File: src/rtl/cfg_packet_port.sv
module cfg_packet_port #(
  parameter logic [15:0] BASE_ADDR = 16'h0450,
  parameter int          NUM_REGS  = 8,
  parameter logic [15:0] ID_ADDR   = 16'h0580,
  parameter logic [31:0] ID_VALUE  = 32'h0000_6500,
  parameter logic [15:0] RST_ADDR  = 16'h0504,
  parameter logic [7:0]  DT_WRITE  = 8'h29,
  parameter logic [7:0]  DT_READ   = 8'h24
) (
  input  logic        clk,
  input  logic        rst_n,
  input  logic        in_valid,
  input  logic        in_first,
  input  logic [7:0]  in_byte,
  output logic        rsp_valid,
  output logic [7:0]  rsp_byte,
  output logic        wr_en,
  output logic [15:0] wr_addr,
  output logic [31:0] wr_data,
  output logic        len_err,
  output logic        soft_rst
);
  localparam int IW = (NUM_REGS > 1) ? $clog2(NUM_REGS) : 1;
  localparam logic [16:0] END_ADDR = 17'(BASE_ADDR) + 17'(4 * NUM_REGS);

  typedef enum logic [1:0] {S_IDLE, S_LEN0, S_LEN1, S_PAY} st_t;

  st_t         st;
  logic [7:0]  dtype;
  logic [15:0] len, cnt, addr;
  logic [23:0] part;
  logic [31:0] regs [NUM_REGS];
  logic [31:0] rsp_sh;
  logic [2:0]  rsp_cnt;

  function automatic logic in_bank(input logic [15:0] a);
    return (a[1:0] == 2'b00) && (a >= BASE_ADDR) && (17'(a) < END_ADDR);
  endfunction

  function automatic logic [IW-1:0] bank_idx(input logic [15:0] a);
    return IW'((a - BASE_ADDR) >> 2);
  endfunction

  wire        take      = in_valid && !in_first;
  wire        in_pay    = take && (st == S_PAY);
  wire        is_wr     = (dtype == DT_WRITE);
  wire        is_rd     = (dtype == DT_READ);
  wire        last      = in_pay && (cnt + 16'd1 == len);
  wire [1:0]  dpos      = cnt[1:0] - 2'd2;
  wire        word_done = in_pay && is_wr && (cnt >= 16'd2) && (dpos == 2'd3);
  wire        rd_go     = in_pay && is_rd && (cnt == 16'd1);
  wire [31:0] wr_word   = {in_byte, part};
  wire        clear_hit = word_done && (addr == RST_ADDR) && (part[7:0] == 8'hFF);
  wire        len_bad   = (len < 16'd2) || (len[1:0] != 2'b10);
  wire [15:0] rd_addr   = {in_byte, addr[7:0]};

  logic [31:0] rd_val;
  always_comb begin
    rd_val = '0;
    if (rd_addr == ID_ADDR) rd_val = ID_VALUE;
    else if (in_bank(rd_addr)) rd_val = regs[bank_idx(rd_addr)];
  end

  assign rsp_valid = (rsp_cnt != 3'd0);
  assign rsp_byte  = rsp_sh[7:0];

  always_ff @(posedge clk or negedge rst_n) begin
    if (!rst_n) begin
      st       <= S_IDLE;
      dtype    <= '0;
      len      <= '0;
      cnt      <= '0;
      addr     <= '0;
      part     <= '0;
      rsp_sh   <= '0;
      rsp_cnt  <= '0;
      wr_en    <= 1'b0;
      wr_addr  <= '0;
      wr_data  <= '0;
      len_err  <= 1'b0;
      soft_rst <= 1'b0;
    end else begin
      wr_en    <= 1'b0;
      len_err  <= 1'b0;
      soft_rst <= 1'b0;
      if (rsp_cnt != 3'd0) begin
        rsp_sh  <= rsp_sh >> 8;
        rsp_cnt <= rsp_cnt - 3'd1;
      end
      if (in_valid && in_first) begin
        dtype <= in_byte;
        st    <= S_LEN0;
      end else if (take) begin
        case (st)
          S_LEN0: begin
            len[7:0] <= in_byte;
            st       <= S_LEN1;
          end
          S_LEN1: begin
            len[15:8] <= in_byte;
            cnt       <= '0;
            if ({in_byte, len[7:0]} == 16'd0) begin
              st <= S_IDLE;
              if (is_wr) len_err <= 1'b1;
            end else begin
              st <= S_PAY;
            end
          end
          S_PAY: begin
            cnt <= cnt + 16'd1;
            if (cnt == 16'd0) addr[7:0] <= in_byte;
            else if (cnt == 16'd1) addr[15:8] <= in_byte;
            else if (is_wr && dpos != 2'd3) part[{dpos, 3'b000} +: 8] <= in_byte;
            if (last) begin
              st <= S_IDLE;
              if (is_wr && len_bad) len_err <= 1'b1;
            end
          end
          default: ;
        endcase
      end
      if (rd_go) begin
        rsp_sh  <= rd_val;
        rsp_cnt <= 3'd4;
      end
      if (word_done) begin
        addr <= addr + 16'd4;
        if (addr != ID_ADDR) begin
          wr_en   <= 1'b1;
          wr_addr <= addr;
          wr_data <= wr_word;
        end
        if (clear_hit) soft_rst <= 1'b1;
      end
    end
  end

  always_ff @(posedge clk or negedge rst_n) begin
    if (!rst_n) begin
      for (int i = 0; i < NUM_REGS; i++) regs[i] <= '0;
    end else if (word_done) begin
      if (clear_hit) begin
        for (int i = 0; i < NUM_REGS; i++) regs[i] <= '0;
      end else if (in_bank(addr)) begin
        regs[bank_idx(addr)] <= wr_word;
      end
    end
  end
endmodule

File: config.mk
export PLATFORM = sky130hd
export DESIGN_NAME = cfg_packet_port
export DESIGN_NICKNAME = d
export VERILOG_FILES = /design/src/rtl/cfg_packet_port.sv
export SDC_FILE = /design/constraint.sdc
export NUM_CORES = 1
export LEC_CHECK = 0
export BUFFER_PORTS_ARGS = -buffer_cell sky130_fd_sc_hd__buf_2
export CAP_MARGIN = 15
export CORE_MARGIN = 2
export CORE_UTILIZATION = 45
export CTS_CLUSTER_DIAMETER = 60
export DETAILED_ROUTE_END_ITERATION = 16
export GPL_TIMING_DRIVEN = 0
export MAX_ROUTING_LAYER = met4
export PLACE_DENSITY = 0.7
export SYNTH_ARGS = -nofsm -noshare
export SYNTH_HDL_FRONTEND = slang
export SYNTH_SLANG_ARGS = --single-unit
export TNS_END_PERCENT = 100
File: constraint.sdc
create_clock -name clk -period 4.6 [get_ports clk]
set_input_delay 0.92 -clock clk [delete_from_list [all_inputs] [get_ports clk]]
set_output_delay 0.92 -clock clk [all_outputs]
set_load 0.02 [all_outputs]
==> results of run 1 <==
metal layers:
| metal | vias to the layer above | track usage |
|---|---|---|
| met1 | 8432 | 0.370 |
| met4 | 0 | 0.118 |
| met2 | 942 | 0.454 |
| met3 | 208 | 0.0787 |
| li1 | 7387 | - |
| met5 | - | - |
sequential cells by signal, summed over array words and instances, names as in the netlist:
signal	cells
st	2
dtype	8
addr	16
rsp_cnt	3
rsp_sh	32
wr_addr	16
cnt	16
regs	256
wr_data	32
len_err	1
wr_en	1
soft_rst	1
len	16
part	24
path summary, 6_finish.rpt:
path	start	endpoint	slack, ns
max reg2reg	addr[4]$_DFFE_PN0P_	rsp_sh[2]$_DFFE_PN0P_	0.23
max in group asynchronous	rst_n	st[1]$_DFFE_PN0P_	2.73
max	addr[4]$_DFFE_PN0P_	rsp_sh[2]$_DFFE_PN0P_	0.23
min in group clk	wr_data[18]$_DFFE_PN0P_	wr_data[18]$_DFFE_PN0P_	0.46
min reg2reg	wr_data[18]$_DFFE_PN0P_	wr_data[18]$_DFFE_PN0P_	0.46
min	rst_n	wr_en$_DFF_PN0_	0.27
area by class of cell:
type	count	area, µm²
Sequential cell	424	10600
Fill cell	4174	22500
Clock buffer	66	1350
Clock inverter	15	244
Multi-Input combinational cell	1458	9200
Timing Repair Buffer	70	439
Antenna cell	1	2.50
Buffer	185	1100
Inverter	15	56.3
Tap cell	607	759
per-stage QoR:
stage / TNS, ns / hold WS, ns / utilization / instance area, µm²
final: 0 / 0.270 / 0.514 / 23800
after CTS: 0 / 0.313 / 0.513 / 23700
after global placement: -2418.16 / 0.450 / 0.476 / 22000
after detailed placement: 0 / 0.450 / 0.479 / 22200
after floorplan: 0 / 0.449 / - / 21000
after global routing: 0 / 0.315 / 0.514 / 23800
synthesized netlist by cell type, types with 27 or more instances:
cell type,count,area share
sky130_fd_sc_hd__clkbuf_1,76,0.014
sky130_fd_sc_hd__mux2_2,50,0.027
sky130_fd_sc_hd__nor2_2,30,0.0090
sky130_fd_sc_hd__o22ai_1,34,0.010
sky130_fd_sc_hd__a21oi_1,64,0.015
sky130_fd_sc_hd__dfrtp_1,424,0.51
sky130_fd_sc_hd__nand2_1,378,0.068
sky130_fd_sc_hd__buf_6,30,0.016
sky130_fd_sc_hd__buf_4,27,0.0097
sky130_fd_sc_hd__o21ai_0,97,0.023
sky130_fd_sc_hd__mux2i_1,252,0.12
sky130_fd_sc_hd__buf_2,39,0.0093
sky130_fd_sc_hd__a31oi_1,34,0.010
sky130_fd_sc_hd__nor2_1,263,0.047
power breakdown:
| part | switching [µW] | total [µW] | leakage (µW) | internal [µW] |
|---|---|---|---|---|
| Clock | 1580 | 3950 | 0.000772 | 2370 |
| Sequential | 183 | 4100 | 0.00585 | 3910 |
| Combinational | 2000 | 2860 | 0.00430 | 853 |
cell families after synthesis:
kind of cell    synth area share
flops                      0.506
simple gates               0.167
mux                        0.162
fa+ha+maj                0.00836
xor+xnor                 0.00877
buf+inv                   0.0553
compound gates            0.0920
worst max-delay path, cell delays in order, from the launching register on:
cell and delay (ns):
sky130_fd_sc_hd__dfrtp_1 0.32, sky130_fd_sc_hd__clkbuf_1 0.40, sky130_fd_sc_hd__buf_1 0.83, sky130_fd_sc_hd__clkbuf_1 0.85, sky130_fd_sc_hd__clkbuf_1 1.06, sky130_fd_sc_hd__mux2i_1 0.44
sky130_fd_sc_hd__o31ai_1 0.36
==> tab_implementation.tex, run 1 <==
\begin{tabular}{lr}
\hline
Metric & Value \\
\hline
\multicolumn{2}{l}{\textbf{Yosys}} \\
Avg Cell Area, Syn & 10.1 µm² \\
Primary FF master, synth & sky130\_fd\_sc\_hd\_\_dfrtp\_1 \\
Sequential element share of the synthesized area & 0.506 \\
Post-synth net total & 2108 \\
YS warnings & 0 \\
Post-synthesis sequential element count & 424 \\
Async S/R FF share, synth & 1.00 \\
Synthesized area & 21000 µm² \\
Number of enable flip-flop cells after synthesis & 0 \\
Post-synthesis cell count & 2082 \\
Count of unique library cells instantiated by Yosys & 74 \\
\multicolumn{2}{l}{\textbf{Floorplanning}} \\
Area inside the core boundary & 46300 µm² \\
Count of standard-cell rows & 79 \\
Die H & 220 µm \\
Total I/O pin count & 72 \\
Die footprint & 48300 µm² \\
Horizontal extent of the die & 220 µm \\
Starting density of the core & 0.453 \\
\multicolumn{2}{l}{\textbf{CTS}} \\
Clock Tree Root & sky130\_fd\_sc\_hd\_\_clkbuf\_16 \\
TritonCTS clock tree & done \\
Hold bufs inserted after CTS & 0 \\
Sinks on Clock Net & around 420 \\
CTS clock-pin slew for the worst setup and hold paths & 0.06 ns \\
Maximum count of clock buffers along a single path & 3 \\
\# resized after CTS & 0 \\
CTS buffer count & 46 \\
Clock latency on the worst-skew pair & 0.59 ns \\
Setup bufs post-CTS & 0 \\
Number of H-tree branching levels & 2 \\
\multicolumn{2}{l}{\textbf{Global routing}} \\
Via count of the first global-routing pass & 16.8k \\
Global Route Usage Sum & 0.295 \\
Largest net degree at the start of global routing & between 100 and 150 \\
Grt ovf & 0 \\
Wire length of the first global-routing pass & approximately 100 mm \\
Initial antenna violation count & 1 \\
\multicolumn{2}{l}{\textbf{Detailed routing}} \\
Number of iterations in the first detailed-routing pass & 8 \\
Detailed router's first-iteration violation count & around 2.1k \\
Wire length on met3 & 6.75 mm \\
Drc violations & 0 \\
Detail Route Antenna Nets & 0 \\
Via total after detailed routing & 17.0k \\
Detailed-route vias per instance & 5.97 \\
Total routed wire length on the met1 layer & 26.8 mm \\
WL/cell & 24.0 µm \\
Top routing layer in use & met4 \\
Routed length on met2 & between 30 and 40 mm \\
Total Routed Length & 68.2 mm \\
\multicolumn{2}{l}{\textbf{Placement}} \\
Dpl ws & 0.224 ns \\
Number of instances in the placed design & around 2.8k \\
PortBufs & 63 \\
Routability cong. & $\sim$0.96 \\
Half-perimeter wire length after detailed placement & 45.9 mm \\
\multicolumn{2}{l}{\textbf{Final layout}} \\
Fin cells & 2841 \\
Top library cells by usage in the layout, fill and taps aside & sky130\_fd\_sc\_hd\_\_dfrtp\_1, sky130\_fd\_sc\_hd\_\_nand2\_1, sky130\_fd\_sc\_hd\_\_nor2\_1 \\
Most frequent standard cell in the layout excluding fill and tap cells & sky130\_fd\_sc\_hd\_\_dfrtp\_1 \\
Fraction of layout cells with a size suffix above 1 & 0.162 \\
Synthesis-to-finish area growth & 13.4\% \\
Net count of the finished layout & 2226 \\
\multicolumn{2}{l}{\textbf{STA}} \\
Worst clock skew on the final layout & between 0.02 and 0.025 ns \\
Number of hold violations in the final report & 0 \\
Transition time at the pin with the least slew margin & about 1.3 ns \\
Headroom to the max-slew limit & 0.102 \\
Final setup fails & 0 \\
Fmax & roughly 0.23 GHz \\
Unrepaired setup endpoints after global routing & false \\
Max-slew violation count & 0 \\
Worst-case setup margin in the final layout & 0.225 ns \\
Final Critical Period & 4.37 ns \\
Final period utilization & 0.951 \\
\multicolumn{2}{l}{\textbf{Critical path}} \\
CP Launch Type & flop \\
CP endpoint kind & flop \\
Required @ worst endpoint & around 5.1 ns \\
Data arrival, critical path & between 4 and 5 ns \\
Largest fanout on the critical path & 10 \\
Worst setup path class & flop to flop \\
Worst Reg2Reg Path Length in Cells & 6 \\
\multicolumn{2}{l}{\textbf{Pwr}} \\
VDD IR-drop max & 0.351 mV \\
Overall power of the completed layout & 10900 µW \\
Power density over the cells & 459 nW/µm² \\
Total leakage power & 0.0109 µW \\
\multicolumn{2}{l}{\textbf{Status}} \\
Run status & complete, no violations \\
\multicolumn{2}{l}{\textbf{Flow run}} \\
Number of maximum-capacitance constraint violations & 0 \\
\multicolumn{2}{l}{\textbf{Hold path}} \\
Hold crit path type & primary input to async pin \\
\hline
\end{tabular}
Note: power is estimated with default switching activity, not from simulation.
==> run 2, diff against run 1 <==
- ABC_AREA: default -> 1
- BUFFER_PORTS_ARGS: -buffer_cell sky130_fd_sc_hd__buf_2 -> -buffer_cell sky130_fd_sc_hd__buf_4
==> run 2 against run 1 <==
Count of clock-buffer cells in the layout is 1 higher. Global-route usage is 4.0 points higher. Power is 2.3% higher. Synthesized cell count is 14% higher. Maximum frequency is 2.0% lower. Die area is 6.7% lower. Clock power is 5.8% lower. Critical path depth is 3 higher. Sequential share of layout area is 2.7 points higher.
==> tab_implementation.tex, run 2 <==
\begin{tabular}{lr}
\hline
Metric & Value \\
\hline
\multicolumn{2}{l}{\textbf{STA}} \\
Number of hold violations in the final report & 0 (unchanged) \\
Worst-case setup margin in the final layout & 0.135 ns (-0.0903 ns) \\
Unrepaired setup endpoints after global routing & false \\
Final period utilization & 0.971 (+0.0196) \\
Transition time at the pin with the least slew margin & 1.29 ns (-0.0565 ns) \\
Worst clock skew on the final layout & 0.0183 ns (-0.00399 ns) \\
Fmax & 0.224 GHz (-2.0\%) \\
Post-route setup TNS & 0 ns (unchanged) \\
Final Critical Period & 4.46 ns (+0.0903 ns) \\
Worst hold margin & 0.237 ns (-0.0323 ns) \\
Max-slew violation count & 0 (unchanged) \\
Final setup fails & 0 (unchanged) \\
Headroom to the max-slew limit & 0.132 (+0.0297) \\
\multicolumn{2}{l}{\textbf{CTS}} \\
\# resized after CTS & 0 (unchanged) \\
Setup bufs post-CTS & 0 (unchanged) \\
Clock Tree Root & sky130\_fd\_sc\_hd\_\_clkbuf\_16 \\
TritonCTS clock tree & done \\
Sinks on Clock Net & 424 (unchanged) \\
CTS buffer count & 46 (unchanged) \\
Hold bufs inserted after CTS & 0 (unchanged) \\
Maximum count of clock buffers along a single path & 3 (unchanged) \\
Number of H-tree branching levels & 2 (unchanged) \\
CTS clock-pin slew for the worst setup and hold paths & 0.06 ns (about the same) \\
Clock latency on the worst-skew pair & 0.59 ns (about the same) \\
\multicolumn{2}{l}{\textbf{Critical path}} \\
Largest fanout on the critical path & 11 (+1) \\
CP endpoint kind & flop \\
Setup slack of the most critical reg-to-reg path & 0.14 ns (-0.09 ns) \\
Launch point of the worst reg-to-reg path & addr[2]\$\_DFFE\_PN0P\_ \\
Worst setup path class & flop to flop \\
CP Launch Type & flop \\
Required @ worst endpoint & 5.11 ns (+0.03 ns) \\
Data arrival, critical path & 4.97 ns (+0.12 ns) \\
End of the worst register-to-register path & rsp\_sh[9]\$\_DFFE\_PN0P\_ \\
Worst Reg2Reg Path Length in Cells & 9 (+3) \\
\multicolumn{2}{l}{\textbf{Detailed routing}} \\
Wire length on met3 & 8.83 mm (+31\%) \\
WL/cell & 23.3 µm (-2.9\%) \\
Number of iterations in the first detailed-routing pass & 6 (-2) \\
Total routed wire length on the met1 layer & 28.5 mm (+6.5\%) \\
Routed length on met2 & 31.4 mm (-0.96\%) \\
Drc violations & 0 (unchanged) \\
Detail Route Antenna Nets & 0 (unchanged) \\
Via total after detailed routing & 18.7k (+10\%) \\
Detailed router's first-iteration violation count & 2732 (+28\%) \\
Detailed-route vias per instance & 5.99 (+0.36\%) \\
Top routing layer in use & met4 \\
Total Routed Length & 72.7 mm (+6.5\%) \\
\multicolumn{2}{l}{\textbf{Global routing}} \\
Via count of the first global-routing pass & 18.0k (+6.6\%) \\
Initial antenna violation count & 1 (unchanged) \\
Global Route Usage Sum & 0.335 (+0.0400) \\
Wire length of the first global-routing pass & 109 mm (+5.2\%) \\
Grt ovf & 0 (unchanged) \\
Largest net degree at the start of global routing & 105 (-15\%) \\
\multicolumn{2}{l}{\textbf{Yosys}} \\
Cell with the most instances after synthesis & sky130\_fd\_sc\_hd\_\_nand2\_1 \\
YS warnings & 0 (unchanged) \\
Top post-synthesis cells by area & sky130\_fd\_sc\_hd\_\_dfrtp\_1, sky130\_fd\_sc\_hd\_\_nand2\_1, sky130\_fd\_sc\_hd\_\_nand3\_1, sky130\_fd\_sc\_hd\_\_o21ai\_0, sky130\_fd\_sc\_hd\_\_nor2\_1 \\
Avg Cell Area, Syn & 8.24 µm² (-18\%) \\
Post-synthesis cell count & 2371 (+14\%) \\
Cell types with the highest counts after synthesis & sky130\_fd\_sc\_hd\_\_nand2\_1, sky130\_fd\_sc\_hd\_\_dfrtp\_1, sky130\_fd\_sc\_hd\_\_nand3\_1 \\
Count of unique library cells instantiated by Yosys & 42 (-43\%) \\
Synthesized area & 19500 µm² (-6.8\%) \\
Sequential element share of the synthesized area & 0.543 (+0.0369) \\
Fraction of post-synthesis cell area in the top cell type by area & 0.543 (+0.0369) \\
Post-synthesis sequential element count & 424 (unchanged) \\
Post-synth net total & 2397 (+14\%) \\
Number of enable flip-flop cells after synthesis & 0 (unchanged) \\
Leading area contributor after synthesis & sky130\_fd\_sc\_hd\_\_dfrtp\_1 \\
Primary FF master, synth & sky130\_fd\_sc\_hd\_\_dfrtp\_1 \\
Async S/R FF share, synth & 1.00 (unchanged) \\
\multicolumn{2}{l}{\textbf{Pwr}} \\
Total leakage power & 0.0115 µW (+5.3\%) \\
Power density over the cells & 498 nW/µm² (+8.4\%) \\
VDD IR-drop max & 0.333 mV (-5.0\%) \\
Overall power of the completed layout & 11200 µW (+2.3\%) \\
\multicolumn{2}{l}{\textbf{Final layout}} \\
Total non-filler cell area in the finished layout & 22400 µm² (-5.7\%) \\
Most frequent standard cell in the layout excluding fill and tap cells & sky130\_fd\_sc\_hd\_\_nand2\_1 \\
Fraction of layout cells with a size suffix above 1 & 0.0755 (-0.0866) \\
Net count of the finished layout & 2521 (+13\%) \\
Max reg flops & 256 (unchanged) \\
Top library cells by usage in the layout, fill and taps aside & sky130\_fd\_sc\_hd\_\_nand2\_1, sky130\_fd\_sc\_hd\_\_dfrtp\_1, sky130\_fd\_sc\_hd\_\_nand3\_1 \\
Synthesis-to-finish area growth & 14.7\% \\
Register bank with the most flops & regs \\
Largest regs & regs: 256 flops, rsp\_sh: 32 flops, wr\_data: 32 flops \\
\multicolumn{2}{l}{\textbf{Floorplanning}} \\
Die footprint & 45100 µm² (-6.7\%) \\
Count of standard-cell rows & 76 (-3.8\%) \\
Total I/O pin count & 72 (unchanged) \\
Die H & 212 µm (-3.4\%) \\
Starting density of the core & 0.455 (+0.00146) \\
Area inside the core boundary & 43000 µm² (-7.1\%) \\
Horizontal extent of the die & 212 µm (-3.4\%) \\
\multicolumn{2}{l}{\textbf{Hold path}} \\
Hold crit path type & primary input to async pin \\
\multicolumn{2}{l}{\textbf{Placement}} \\
Dpl ws & 0.521 ns (+0.297 ns) \\
PortBufs & 71 (+13\%) \\
Routability cong. & 0.991 (+3.1\%) \\
Half-perimeter wire length after detailed placement & 49.7 mm (+8.2\%) \\
DP Area & 20900 µm² (-5.5\%) \\
\multicolumn{2}{l}{\textbf{Status}} \\
Run status & complete, no violations \\
\multicolumn{2}{l}{\textbf{Flow run}} \\
Number of maximum-capacitance constraint violations & 0 (unchanged) \\
\hline
\end{tabular}
## run 2: metrics by stage
stage               utilization  cells
floorplan                     -   2371
global placement          0.484   3027
detailed placement        0.487   3032
CTS                       0.521   3115
global route              0.521   3116
finish                    0.522   3117
## run 2: logic make-up after synthesis
kind of cell / Yosys count / share of synthesized area
buffers and inverters: 298 / 0.0602
AO/OA/AOI/OAI: 377 / 0.114
flip-flops: 424 / 0.543
AND/OR/NAND/NOR: 1250 / 0.270
adder cells (fa/ha/maj): 14 / 0.00897
XOR/XNOR: 8 / 0.00359
## run 2: worst max-delay path, cell delays in order (launching register included)
cell and delay, ns:
sky130_fd_sc_hd__dfrtp_1 0.38, sky130_fd_sc_hd__clkbuf_1 0.30, sky130_fd_sc_hd__inv_1 0.22, sky130_fd_sc_hd__nand3_1 0.38
sky130_fd_sc_hd__clkbuf_1 0.88, sky130_fd_sc_hd__buf_1 0.82, sky130_fd_sc_hd__nor2_1 0.08, sky130_fd_sc_hd__nor4_1 0.67
sky130_fd_sc_hd__nand3_1 0.39, sky130_fd_sc_hd__a21oi_1 0.24
## run 2: final cells by class
| type | instances | area [µm²] |
|---|---|---|
| well taps | 585 | 732 |
| multi-input cells | 1649 | 7750 |
| fillers | 4047 | 20600 |
| diodes | 2 | 5.00 |
| plain buffers | 141 | 587 |
| repair buffers | 76 | 656 |
| flip-flops and latches | 424 | 10600 |
| clock buffers | 67 | 1340 |
| inverters | 157 | 589 |
| clock inverters | 16 | 145 |
## run 2: power breakdown
part           switching [µW]  internal [µW]
combinational            2220            906
sequential                282           4020
clock                    1590           2140
## run 2: worst max path at each step
stage	from	end	slack [ns]	cells past startpoint
6_report	addr[2]$_DFFE_PN0P_	rsp_sh[9]$_DFFE_PN0P_	0.14	9
5_1_grt	addr[2]$_DFFE_PN0P_	rsp_sh[9]$_DFFE_PN0P_	0.23	9
4_1_cts	addr[2]$_DFFE_PN0P_	rsp_sh[9]$_DFFE_PN0P_	0.50	9
3_5_place_dp	addr[2]$_DFFE_PN0P_	rsp_sh[9]$_DFFE_PN0P_	0.52	9
3_3_place_gp	rst_n	regs[80]$_DFFE_PN0P_	-1.66	1
2_1_floorplan	in_first	regs[94]$_DFFE_PN0P_	1.90	12
## run 2: layer usage
metal / GRT usage / vias to the layer above
li1: - / 8186
met1: 0.439 / 9009
met2: 0.484 / 1218
met3: 0.0849 / 271
met4: 0.162 / 0
met5: - / -
==> run 3, diff against run 2 <==
- CTS_BUF_LIST: default -> sky130_fd_sc_hd__clkbuf_16
- SETUP_SLACK_MARGIN: default -> 0.5
==> run 3 against run 2 <==
Clock power fell by 5%. Sequential power about the same. Register-to-register slack gained 0.38 ns. Critical path depth did not move. Critical endpoint unchanged. Highest routed layer unchanged. Critical path type unchanged. Non-clock buffer count unchanged. Worst hold slack lost 0.0037 ns. Global-route usage is essentially flat. First-iteration DRC count rose by 0.95%. Cell count hardly changed. Power down 1.6%.
==> tab_implementation.tex, run 3 (synthesized netlist as in run 2, its figures left out) <==
\begin{tabular}{lr}
\hline
Metric & Value \\
\hline
\multicolumn{2}{l}{\textbf{Final layout}} \\
Max reg flops & 256 (unchanged) \\
Register bank with the most flops & regs \\
Net count of the finished layout & 2521 (unchanged) \\
Most frequent standard cell in the layout excluding fill and tap cells & sky130\_fd\_sc\_hd\_\_nand2\_1 \\
Fraction of layout cells with a size suffix above 1 & 0.0723 (-0.00316) \\
Top library cells by usage in the layout, fill and taps aside & sky130\_fd\_sc\_hd\_\_nand2\_1, sky130\_fd\_sc\_hd\_\_dfrtp\_1, sky130\_fd\_sc\_hd\_\_nand3\_1 \\
Fin cells & 3119 (+0.064\%) \\
Filler Cells Inserted & 4056 (+0.22\%) \\
Largest regs & regs: 256 flops, rsp\_sh: 32 flops, wr\_data: 32 flops \\
Synthesis-to-finish area growth & 14.3\% \\
Total non-filler cell area in the finished layout & 22300 µm² (-0.35\%) \\
\multicolumn{2}{l}{\textbf{STA}} \\
Unrepaired setup endpoints after global routing & false \\
Number of hold violations in the final report & 0 (unchanged) \\
Final setup fails & 0 (unchanged) \\
Final period utilization & 0.889 (-0.0819) \\
Final Critical Period & 4.09 ns (-0.377 ns) \\
Transition time at the pin with the least slew margin & 1.32 ns (+0.0252 ns) \\
Fmax & 0.245 GHz (+9.2\%) \\
Worst-case setup margin in the final layout & 0.512 ns (+0.377 ns) \\
Worst clock skew on the final layout & 0.0211 ns (+0.00278 ns) \\
Headroom to the max-slew limit & 0.115 (-0.0169) \\
Post-route setup TNS & 0 ns (unchanged) \\
Max-slew violation count & 0 (unchanged) \\
\multicolumn{2}{l}{\textbf{Critical path}} \\
CP endpoint kind & flop \\
Worst Reg2Reg Path Length in Cells & 9 (unchanged) \\
Required @ worst endpoint & 5.10 ns (about the same) \\
Launch point of the worst reg-to-reg path & addr[2]\$\_DFFE\_PN0P\_ \\
CP Launch Type & flop \\
Setup slack of the most critical reg-to-reg path & 0.51 ns (+0.38 ns) \\
Data arrival, critical path & 4.59 ns (-0.38 ns) \\
End of the worst register-to-register path & rsp\_sh[9]\$\_DFFE\_PN0P\_ \\
Worst setup path class & flop to flop \\
Largest fanout on the critical path & 11 (unchanged) \\
\multicolumn{2}{l}{\textbf{CTS}} \\
Maximum count of clock buffers along a single path & 3 (unchanged) \\
Number of H-tree branching levels & 2 (unchanged) \\
TritonCTS clock tree & done \\
Setup bufs post-CTS & 0 (unchanged) \\
Sinks on Clock Net & 424 (unchanged) \\
Clock Tree Root & sky130\_fd\_sc\_hd\_\_clkbuf\_16 \\
Clock latency on the worst-skew pair & 0.59 ns (about the same) \\
CTS buffer count & 46 (unchanged) \\
CTS clock-pin slew for the worst setup and hold paths & 0.06 ns (about the same) \\
\multicolumn{2}{l}{\textbf{Floorplanning}} \\
Count of standard-cell rows & 76 (unchanged) \\
Die H & 212 µm (unchanged) \\
Total I/O pin count & 72 (unchanged) \\
Starting density of the core & 0.455 (unchanged) \\
Die footprint & 45100 µm² (unchanged) \\
Area inside the core boundary & 43000 µm² (unchanged) \\
Horizontal extent of the die & 212 µm (unchanged) \\
\multicolumn{2}{l}{\textbf{Detailed routing}} \\
Total Routed Length & 72.5 mm (-0.27\%) \\
Number of iterations in the first detailed-routing pass & 6 (unchanged) \\
Via total after detailed routing & 18.8k (+0.57\%) \\
Detail Route Antenna Nets & 0 (unchanged) \\
Detailed router's first-iteration violation count & 2758 (+0.95\%) \\
Detailed-route vias per instance & 6.02 (+0.51\%) \\
Drc violations & 0 (unchanged) \\
WL/cell & 23.2 µm (-0.33\%) \\
\multicolumn{2}{l}{\textbf{Placement}} \\
DP Area & 20900 µm² (unchanged) \\
PortBufs & 71 (unchanged) \\
Routability cong. & 0.991 (unchanged) \\
Dpl ws & 0.521 ns (unchanged) \\
Half-perimeter wire length after detailed placement & 49.7 mm (unchanged) \\
Number of instances in the placed design & 3032 (unchanged) \\
\multicolumn{2}{l}{\textbf{Pwr}} \\
Overall power of the completed layout & 11000 µW (-1.6\%) \\
VDD IR-drop max & 0.323 mV (-3.0\%) \\
Total leakage power & 0.0115 µW (about the same) \\
Power density over the cells & 491 nW/µm² (-1.3\%) \\
\multicolumn{2}{l}{\textbf{Global routing}} \\
Global Route Usage Sum & 0.334 (-0.000466) \\
Grt ovf & 0 (unchanged) \\
Initial antenna violation count & 3 (+2) \\
Largest net degree at the start of global routing & 105 (unchanged) \\
Wire length of the first global-routing pass & 109 mm (-0.20\%) \\
Via count of the first global-routing pass & 18.0k (-0.011\%) \\
\multicolumn{2}{l}{\textbf{Status}} \\
Run status & complete, no violations \\
\multicolumn{2}{l}{\textbf{Flow run}} \\
Number of maximum-capacitance constraint violations & 0 (unchanged) \\
\multicolumn{2}{l}{\textbf{Hold path}} \\
Hold crit path type & primary input to async pin \\
\hline
\end{tabular}
run 3: cell count changes in the layout (fill, tap and decap cells not counted), sizes merged:
cell	change
clkbuf	-20
buf	-1
clkdlybuf4s15	+1
clkinv	+9
inv	+11
diode	+2
run 3: routing by layer:
layer	routed length (µm)	vias to the layer above	track usage
met2	31500	1235	0.482
met4	3890	0	0.164
met3	8940	259	0.0869
li1	-	8170	-
met5	0	-	-
met1	28200	9127	0.438
run 3: critical path, stage by stage (launching register included):
cell and delay (ns):
sky130_fd_sc_hd__dfrtp_1 0.38, sky130_fd_sc_hd__clkbuf_1 0.30, sky130_fd_sc_hd__inv_1 0.22, sky130_fd_sc_hd__nand3_1 0.36, sky130_fd_sc_hd__clkdlybuf4s15_1 0.85, sky130_fd_sc_hd__clkbuf_2 0.55
sky130_fd_sc_hd__nor2_1 0.08, sky130_fd_sc_hd__nor4_1 0.64, sky130_fd_sc_hd__nand3_1 0.38, sky130_fd_sc_hd__a21oi_1 0.24
run 3: what timing repair did:
action / in CTS / in global routing
setup endpoints to repair: 0 / 1
gates resized for setup: 0 / 4
hold buffers: 0 / 0
run 3: worst max-delay path by stage:
stage,from,endpoint,slack [ns]
floorplan,in_first,regs[94]$_DFFE_PN0P_,1.90
global placement,rst_n,regs[80]$_DFFE_PN0P_,-1.66
detailed placement,addr[2]$_DFFE_PN0P_,rsp_sh[9]$_DFFE_PN0P_,0.52
CTS,addr[2]$_DFFE_PN0P_,rsp_sh[9]$_DFFE_PN0P_,0.50
global route,addr[2]$_DFFE_PN0P_,rsp_sh[9]$_DFFE_PN0P_,0.53
finish,addr[2]$_DFFE_PN0P_,rsp_sh[9]$_DFFE_PN0P_,0.51
run 3: final cells by class:
| cell class | instances | area (µm²) | share of cell area |
|---|---|---|---|
| sequential | 424 | 10600 | 0.475 |
| timing repair buffer | 76 | 656 | 0.0293 |
| inverter | 157 | 589 | 0.0264 |
| clock buffer | 47 | 1180 | 0.0526 |
| tap | 585 | 732 | 0.0328 |
| antenna | 4 | 10.0 | 0.000448 |
| buffer | 141 | 594 | 0.0266 |
| multi-input combinational | 1649 | 7750 | 0.347 |
| clock inverter | 36 | 220 | 0.00986 |
run 3: report_power, final:
group	total [µW]	internal, µW	switching (µW)
Sequential	4300	4020	282
Clock	3540	1960	1580
Combinational	3130	908	2220
run 3: through the flow:
stage / utilization / hold WS (ns)
after floorplan: - / 0.444
after detailed placement: 0.487 / 0.463
after CTS: 0.519 / 0.236
after global placement: 0.484 / 0.459
final: 0.520 / 0.234
after global routing: 0.520 / 0.259
